===== src/rtl/hazard_pkg.sv =====
package hazard_pkg;
  localparam int INSTR_W   = 32;
  localparam int REG_W     = 5;
  localparam int SRC1_LSB  = 21;
  localparam int SRC2_LSB  = 16;
  localparam int DSTR_LSB  = 11;

  typedef logic [REG_W-1:0]   reg_idx_t;
  typedef logic [INSTR_W-1:0] instr_t;

  typedef enum logic [1:0] {
    SEL_RF  = 2'b00,
    SEL_WB  = 2'b01,
    SEL_MEM = 2'b10
  } fwd_sel_e;

  function automatic reg_idx_t src1_of(instr_t ins);
    return ins[SRC1_LSB +: REG_W];
  endfunction

  function automatic reg_idx_t src2_of(instr_t ins);
    return ins[SRC2_LSB +: REG_W];
  endfunction

  // register-register forms name the target in the third field
  function automatic reg_idx_t dst_of(instr_t ins, logic reg_form);
    return reg_form ? ins[DSTR_LSB +: REG_W] : ins[SRC2_LSB +: REG_W];
  endfunction

  // a producer feeds a consumer only if it writes a real register
  function automatic logic hits(logic wen, reg_idx_t dst, reg_idx_t src);
    return wen && (dst != '0) && (dst == src);
  endfunction
endpackage


===== src/rtl/fwd_select.sv =====
module fwd_select
  import hazard_pkg::*;
(
  input  reg_idx_t src,
  input  reg_idx_t mem_dst,
  input  logic     mem_wen,
  input  reg_idx_t wb_dst,
  input  logic     wb_wen,
  output fwd_sel_e sel
);
  logic mem_hit;
  logic wb_hit;

  assign mem_hit = hits(mem_wen, mem_dst, src);
  assign wb_hit  = hits(wb_wen, wb_dst, src);

  always_comb begin
    if (mem_hit)     sel = SEL_MEM;
    else if (wb_hit) sel = SEL_WB;
    else             sel = SEL_RF;
  end

  always_comb begin
    AST_SEL_CODE_LEGAL: assert (sel != 2'b11) else $error("illegal select code");
    if (src == '0) begin
      AST_ZERO_SRC_FROM_RF: assert (sel == SEL_RF) else $error("zero register bypassed");
    end
    if (!mem_wen && !wb_wen) begin
      AST_NO_WRITER_FROM_RF: assert (sel == SEL_RF) else $error("bypass without writer");
    end
  end
endmodule


===== src/rtl/stall_detect.sv =====
module stall_detect
  import hazard_pkg::*;
(
  input  reg_idx_t id_rs,
  input  reg_idx_t id_rt,
  input  logic     id_rd_rs,
  input  logic     id_rd_rt,
  input  logic     id_branch,
  input  logic     id_store,
  input  reg_idx_t ex_dst,
  input  logic     ex_wen,
  input  logic     ex_load,
  input  reg_idx_t mem_dst,
  input  logic     mem_wen,
  input  logic     mem_load,
  output logic     stall
);
  logic rs_on_ex, rt_on_ex, rs_on_mem, rt_on_mem;
  logic load_use;
  logic br_on_ex;
  logic br_on_mem_load;

  assign rs_on_ex  = id_rd_rs && hits(ex_wen, ex_dst, id_rs);
  assign rt_on_ex  = id_rd_rt && hits(ex_wen, ex_dst, id_rt);
  assign rs_on_mem = id_rd_rs && hits(mem_wen, mem_dst, id_rs);
  assign rt_on_mem = id_rd_rt && hits(mem_wen, mem_dst, id_rt);

  // store data reaches the memory stage late enough to take the loaded value
  assign load_use       = ex_load && (rs_on_ex || (rt_on_ex && !id_store));
  assign br_on_ex       = id_branch && (rs_on_ex || rt_on_ex);
  assign br_on_mem_load = id_branch && mem_load && (rs_on_mem || rt_on_mem);

  assign stall = load_use || br_on_ex || br_on_mem_load;

  always_comb begin
    if (stall) begin
      AST_STALL_HAS_CAUSE: assert (ex_load || id_branch) else $error("stall without cause");
      AST_STALL_NEEDS_WRITER: assert (ex_wen || mem_wen) else $error("stall without writer");
    end
    if (!id_branch && id_store && !rs_on_ex) begin
      AST_STORE_DATA_NO_WAIT: assert (!stall) else $error("store data interlocked");
    end
  end
endmodule


===== src/rtl/hazard_unit.sv =====
module hazard_unit
  import hazard_pkg::*;
(
  input  logic [31:0] id_instr,
  input  logic        id_rd_rs,
  input  logic        id_rd_rt,
  input  logic        id_branch,
  input  logic        id_store,
  input  logic [31:0] ex_instr,
  input  logic        ex_reg_form,
  input  logic        ex_wen,
  input  logic        ex_load,
  input  logic [4:0]  mem_dst,
  input  logic        mem_wen,
  input  logic        mem_load,
  input  logic        mem_store,
  input  logic [4:0]  mem_rt,
  input  logic [4:0]  wb_dst,
  input  logic        wb_wen,
  output logic [1:0]  fwd_a,
  output logic [1:0]  fwd_b,
  output logic [1:0]  fwd_st,
  output logic [1:0]  fwd_br_a,
  output logic [1:0]  fwd_br_b,
  output logic        stall
);
  localparam int N_PORTS = 4;

  reg_idx_t id_rs, id_rt, ex_rs, ex_rt, ex_dst, st_src;
  reg_idx_t port_src [N_PORTS];
  fwd_sel_e port_sel [N_PORTS];
  fwd_sel_e st_sel;
  logic     unused_bits;

  assign id_rs  = src1_of(id_instr);
  assign id_rt  = src2_of(id_instr);
  assign ex_rs  = src1_of(ex_instr);
  assign ex_rt  = src2_of(ex_instr);
  assign ex_dst = dst_of(ex_instr, ex_reg_form);
  assign unused_bits = ^{id_instr[31:26], id_instr[15:0], ex_instr[31:26], ex_instr[10:0]};

  assign port_src[0] = ex_rs;
  assign port_src[1] = ex_rt;
  assign port_src[2] = id_rs;
  assign port_src[3] = id_rt;

  // ALU operands in execute and comparator inputs in decode share one rule
  for (genvar g = 0; g < N_PORTS; g++) begin : g_port
    fwd_select u_sel (
      .src     (port_src[g]),
      .mem_dst (mem_dst),
      .mem_wen (mem_wen),
      .wb_dst  (wb_dst),
      .wb_wen  (wb_wen),
      .sel     (port_sel[g])
    );
  end

  // store data only ever comes from the writeback register
  assign st_src = mem_store ? mem_rt : '0;

  fwd_select u_st_sel (
    .src     (st_src),
    .mem_dst ('0),
    .mem_wen (1'b0),
    .wb_dst  (wb_dst),
    .wb_wen  (wb_wen),
    .sel     (st_sel)
  );

  stall_detect u_stall (
    .id_rs     (id_rs),
    .id_rt     (id_rt),
    .id_rd_rs  (id_rd_rs),
    .id_rd_rt  (id_rd_rt),
    .id_branch (id_branch),
    .id_store  (id_store),
    .ex_dst    (ex_dst),
    .ex_wen    (ex_wen),
    .ex_load   (ex_load),
    .mem_dst   (mem_dst),
    .mem_wen   (mem_wen),
    .mem_load  (mem_load),
    .stall     (stall)
  );

  assign fwd_a    = port_sel[0];
  assign fwd_b    = port_sel[1];
  assign fwd_br_a = port_sel[2];
  assign fwd_br_b = port_sel[3];
  assign fwd_st   = st_sel;

  always_comb begin
    if (fwd_st != 2'b00) begin
      AST_STORE_SEL_ONLY_STORE: assert (mem_store && wb_wen) else $error("store bypass misfire");
    end
    if (stall && !id_branch) begin
      AST_NONBRANCH_STALL_IS_LOAD: assert (ex_load && ex_wen) else $error("non-load interlock");
    end
  end
endmodule


===== config.mk =====
export PLATFORM = sky130hd
export DESIGN_NAME = hazard_unit
export DESIGN_NICKNAME = d
export VERILOG_FILES = /design/src/rtl/hazard_pkg.sv /design/src/rtl/fwd_select.sv /design/src/rtl/stall_detect.sv /design/src/rtl/hazard_unit.sv
export SDC_FILE = /design/constraint.sdc
export NUM_CORES = 1
export LEC_CHECK = 0
export BUFFER_PORTS_ARGS = -buffer_cell sky130_fd_sc_hd__buf_2
export CAP_MARGIN = 20
export CORE_ASPECT_RATIO = 0.8
export CORE_UTILIZATION = 25
export DETAILED_ROUTE_END_ITERATION = 10
export PLACE_DENSITY = 0.7
export SETUP_SLACK_MARGIN = 0.15
export SYNTH_ARGS = -nofsm -noshare
export SYNTH_HDL_FRONTEND = slang
export SYNTH_SLANG_ARGS = --single-unit

===== constraint.sdc =====
create_clock -name vclk -period 3.2
set_clock_uncertainty 0.15 [all_clocks]
set_input_delay 0.32 -clock vclk [all_inputs]
set_output_delay 0.32 -clock vclk [all_outputs]
set_load 0.05 [all_outputs]

==> metrics.md, run 1 <==
| Metric | Value |
|---|---|
| Worst Setup SP | `mem_dst[3]` |
| Crit path required time | `2.73 ns` |
| GRT Total Usage | `around 14%` |
| Seq cells | `0` |
| Setup TNS | `0 ns` |
| Top post-synthesis cells by count | `xor2_1, xnor2_1, buf_2, nor4_2, nand3_1` |
| Final core occ | `33.1%` |
| Port Buffers | `61` |
| FMAX | `0.416 GHz` |
| Leak pwr | `0.000554 µW` |
| Min-delay src | `ex_wen` |
| Final HPWL DP | `2570 µm` |
| Pins Over Slew Limit | `0` |
| Power Total | `between 150 and 200 µW` |
| Layout clock buffers | `0` |
| Peak supply drop | `0.0549 mV` |
| Status | `finished, final reports clean` |
| Synth Warn # | `0` |
| Vias/cell | `4.58` |
| Vias in the first global route | `944` |
| DR pass1 iterations | `4` |
| Initial core utilization | `between 20% and 30%` |
| PwrDens | `approximately 130 nW/µm²` |
| CTS resizes | `0` |
| Fin crit share | `75.1%` |
| Post-CTS setup buffers | `0` |
| Mean Syn Cell Area | `7.80 µm²` |
| Synth top area share | `roughly a third` |
| Top post-synthesis cells by area | `xor2_1, xnor2_1, nor4_2` |
| Layout Nets | `around 260` |
| Initial DRC Count | `32` |
| Final wirelength | `between 2000 and 3000 µm` |
| Initial antenna violation count | `0` |
| Gr ovfl total | `0` |
| Endpoint class of the critical path | `primary output` |
| First-pass GRT wire length | `4600 µm` |
| Actual slew at the worst max-slew pin | `~0.56 ns` |
| Final Setup Violations | `0` |
| Syn_nets | `217` |
| RePlAce Congestion | `0.815` |
| Kind of critical path | `primary input to primary output` |
| Die width | `72.4 µm` |
| Number of library cell types mapped by synthesis | `29` |
| Vias | `1035` |
| Post-synthesis cell area | `991 µm²` |
| Most numerous cell in the Yosys netlist | `xor2_1` |
| Hold crit path type | `primary input to primary output` |
| Routed len/inst | `13.1 µm` |
| DP Cell Count | `about 230` |
| Startpoint types | `primary input` |
| Hold_buf cts | `0` |
| Worst-path fanout max | `5` |
| Post-synth top area cell | `xor2_1` |
| Tmin final | `2.40 ns` |
| Max Cap Viol | `0` |
| Mapped Cells | `127` |
| ANT nets after route | `0` |
| Layout area overhead | `27.1%` |
| DRC Markers | `0` |
| Row cnt | `20` |
| Die area | `approximately 4200 µm²` |
| Final hold vios | `0` |
| Crit path DAT | `1.93 ns` |
| IO Count | `101` |
| RSZ-0062 raised after global routing | `no` |
| Seq/Total Area, Yosys | `0%` |
| Worst rel slew slack | `a little over three fifths` |
| Number of diodes | `0` |
| Register area | `0 µm²` |
| Share of layout cells above drive strength 1 | `41.5%` |
| Pin count of the biggest net entering global routing | `10` |
| Core area | `3800 µm²` |
| Die Span Y | `approximately 58 µm` |
| Non-Filler Instances | `about 230` |
==> power by group <==
group / internal (µW) / leakage (µW) / switching (µW)
Sequential: 0 / 0 / 0
Combinational: 71.3 / 0.000554 / 94.1
Clock: 0 / 0 / 0
==> critical path, stage by stage <==
cell and delay, ns:
buf_2 0.15, or4_4 0.55, o21ai_4 0.23, nor4_2 0.11, nor4_2 0.26, buf_2 0.30
==> path summary, 6_finish.rpt <==
check                          to  slack (ns)  cells after the start
worst max-delay path  fwd_br_a[0]        0.80                      6
worst min-delay path        stall        0.95                      4
==> routing by layer <==
layer | share of wire (%) | up-vias | track usage [%] | routed length (µm)
li1 | - | 527 | - | -
met1 | 49 | 471 | 20.8 | 1460
met2 | 44 | 37 | 23.1 | 1310
met3 | 6.3 | 0 | 0.685 | 188
met4 | 0 | 0 | 0 | 0
met5 | 0 | - | 0 | 0
==> placed cells by master (no fill, tap or decap) <==
cell type | netlist | layout
buf_2 | 8 | 61
xor2_1 | 38 | 38
xnor2_1 | 15 | 15
nor4_2 | 8 | 8
nand3_1 | 7 | 7
o21ai_0 | 5 | 5
mux2i_1 | 5 | 5
nor2_1 | 4 | 4
or4_1 | 4 | 4
nand2_1 | 3 | 3
a22oi_1 | 3 | 3
nand3b_1 | 2 | 2
nor4_1 | 2 | 2
nand4_1 | 2 | 2
and3_1 | 2 | 2
or4_4 | 1 | 1
o21ai_4 | 1 | 1
nand2b_1 | 1 | 1
nor4b_1 | 1 | 1
nor3_1 | 1 | 1
a21oi_1 | 1 | 1
o221ai_1 | 1 | 1
or3_1 | 1 | 1
o311ai_1 | 1 | 1
conb_1 | 1 | 1
==> stage by stage <==
step / hold slack, ns / cell area (µm²) / setup WS [ns]
detailed placement: 0.960 / 1260 / 0.776
finish: 0.950 / 1260 / 0.798
CTS: 0.960 / 1260 / 0.766
global placement: 0.961 / 1260 / 0.766
global route: 0.985 / 1260 / 0.626
floorplan: 0.774 / 991 / 0.398
==> area by class of cell <==
class / instances / area [µm²]
Fill cell: 451 / 2540
Multi-Input combinational cell: 110 / 886
Tap cell: 55 / 68.8
Timing Repair Buffer: 61 / 305
==> kinds of logic after synthesis <==
| family | share of synthesized area [%] |
|---|---|
| AO/OA/AOI/OAI | 8.71 |
| XOR/XNOR | 46.8 |
| buffers and inverters | 10.6 |
| multiplexers | 5.05 |
| other | 0.378 |
| AND/OR/NAND/NOR | 28.4 |
Note: power is estimated with default switching activity, not from simulation.
==> inputs of run 2 (changes only) <==
--- a/config.mk
+++ b/config.mk
@@ -10,7 +10,7 @@
 export CORE_ASPECT_RATIO = 0.8
 export CORE_UTILIZATION = 25
 export DETAILED_ROUTE_END_ITERATION = 10
-export PLACE_DENSITY = 0.7
+export PLACE_DENSITY = 0.72
 export SETUP_SLACK_MARGIN = 0.15
 export SYNTH_ARGS = -nofsm -noshare
 export SYNTH_HDL_FRONTEND = slang
==> constraint.sdc (replaced) <==
create_clock -name vclk -period 1.9
set_clock_uncertainty 0.15 [all_clocks]
set_input_delay 0.19 -clock vclk [all_inputs]
set_output_delay 0.19 -clock vclk [all_outputs]
set_load 0.05 [all_outputs]
==> run 2 against run 1 <==
Net effect:
- the flow now finishes with violations (negative setup slack)
- via count rose by 16%
- first-iteration DRC count rose by 88%
- worst hold slack got worse by 0.25 ns
- highest routed layer is now met4
==> metrics.md, run 2 (same netlist as run 1, synthesis figures left out) <==
| Metric | Value |
|---|---|
| Kind of critical path | `primary input to primary output` |
| DRC Markers | `0 (unchanged)` |
| Initial DRC Count | `60 (+88%)` |
| Pin count of the biggest net entering global routing | `8 (-2)` |
| Hold_buf cts | `0 (unchanged)` |
| Filler cells | `403 (-11%)` |
| Layout clock buffers | `0 (unchanged)` |
| Worst path slowest cell | `or4_4` |
| ANT nets after route | `0 (unchanged)` |
| Status | `finished, violations left` |
| RSZ-0062 raised after global routing | `yes` |
| Core area | `3800 µm² (unchanged)` |
| Port Buffers | `61 (unchanged)` |
| Cell Chain, Critical Path | `buf_6 > or4_4 > o21ai_4 > nor4_2 > buf_4 > nor4_4 > buf_6` |
| Vias | `1199 (+16%)` |
| Crit path DAT | `1.65 ns (-0.28 ns)` |
| Max Cap Viol | `0 (unchanged)` |
| Worst path max stage delay | `0.54 ns (about the same)` |
| Placed cell areas | `1570 µm² (+24%)` |
| Layout Nets | `296 (+13%)` |
| Endpoint class of the critical path | `primary output` |
| Row cnt | `20 (unchanged)` |
| Final HPWL DP | `2820 µm (+9.7%)` |
| Final Setup Violations | `5 (+5)` |
| Area of the multi-input gates | `1020 µm² (+15%)` |
| Crit-path leading delay family | `simple AND/OR/NAND/NOR gates` |
| Crit path required time | `1.56 ns (-1.17 ns)` |
| Fin crit share | `105%` |
| GRT Total Usage | `16.1% (+2.4 points)` |
| Die Span Y | `58.3 µm (unchanged)` |
| Gr ovfl total | `0 (unchanged)` |
| Tmin final | `1.99 ns` |
| Die area | `4220 µm² (unchanged)` |
| Final wirelength | `3400 µm (+15%)` |
| Layout area overhead | `74.9%` |
| Startpoint types | `primary input` |
| Commonest non-fill, non-tap cell in the layout | `buf_2` |
| Failing checks | `negative setup slack` |
| Power Total | `387 µW (+130%)` |
| Routed len/inst | `13.1 µm (about the same)` |
| Worst-path fanout max | `3 (-2)` |
| Vias/cell | `4.63 (+1.1%)` |
| Seq cells | `0 (unchanged)` |
| Crit-path most repeated cell | `buf_6` |
| DR pass1 iterations | `4 (unchanged)` |
| FMAX | `0.503 GHz` |
| Final hold vios | `0 (unchanged)` |
| CP bufs+invs | `3 (+1)` |
| Share of layout cells above drive strength 1 | `56.4% (+15 points)` |
| Most frequent cells in the layout | `buf_2, xor2_1, buf_4` |
| First-pass GRT wire length | `5370 µm (+17%)` |
| IO Count | `101 (unchanged)` |
| PwrDens | `223 nW/µm² (+70%)` |
| Peak supply drop | `0.0885 mV (+61%)` |
| Hold crit path type | `primary input to primary output` |
| Pins Over Slew Limit | `0 (unchanged)` |
| Initial core utilization | `26.1% (unchanged)` |
| Cell area after layout | `1730 µm² (+38%)` |
| RePlAce Congestion | `0.798 (-2.1%)` |
| Leak pwr | `0.000775 µW (+40%)` |
| Vias in the first global route | `1170 (+24%)` |
| Die width | `72.4 µm (unchanged)` |
| Number of diodes | `0 (unchanged)` |
| Register area | `0 µm² (unchanged)` |
| Post-route worst setup slack | `-0.0863 ns (-0.884 ns)` |
| Initial antenna violation count | `0 (unchanged)` |
run 2: what timing repair did:
item	in CTS	in global routing
setup endpoints to repair	10	10
endpoints found under the hold margin	0	0
cloned	0	0
gates resized for setup	29	12
pin swaps	0	4
buffers inserted	0	1
run 2: path summary, 6_finish.rpt:
kind | start | end | cells past startpoint
hold / removal | id_rd_rt | stall | 4
setup / recovery | mem_dst[3] | fwd_br_a[0] | 7
run 2: metrics by stage:
stage | util (%) | setup TNS (ns) | setup WS, ns | instances | hold slack, ns
after detailed placement | 41.2 | -0.952 | -0.206 | 258 | 0.725
after CTS | 44.1 | -0.292 | -0.112 | 258 | 0.690
after global placement | 41.2 | -0.849 | -0.188 | 258 | 0.731
after global routing | 45.6 | -0.548 | -0.133 | 259 | 0.731
after floorplan | - | -0.577 | -0.126 | 127 | 0.528
final | 45.6 | -0.245 | -0.0863 | 259 | 0.701
run 2: routing by layer:
layer,vias to the layer above,routed length [µm],global-route usage [%]
met1,551,1560,21.9
met5,-,0,0
li1,594,-,-
met2,50,1650,29.5
met4,0,37,1.68
met3,4,152,0.685
run 2: report_power, final:
part           internal, µW  switching (µW)
registers                 0               0
logic                   189             198
clock network             0               0
total                   189             198
run 2: final cells by class:
class,instances,area share (%)
multi-input combinational,110,58.6
tap,55,3.97
timing repair buffer,94,37.4
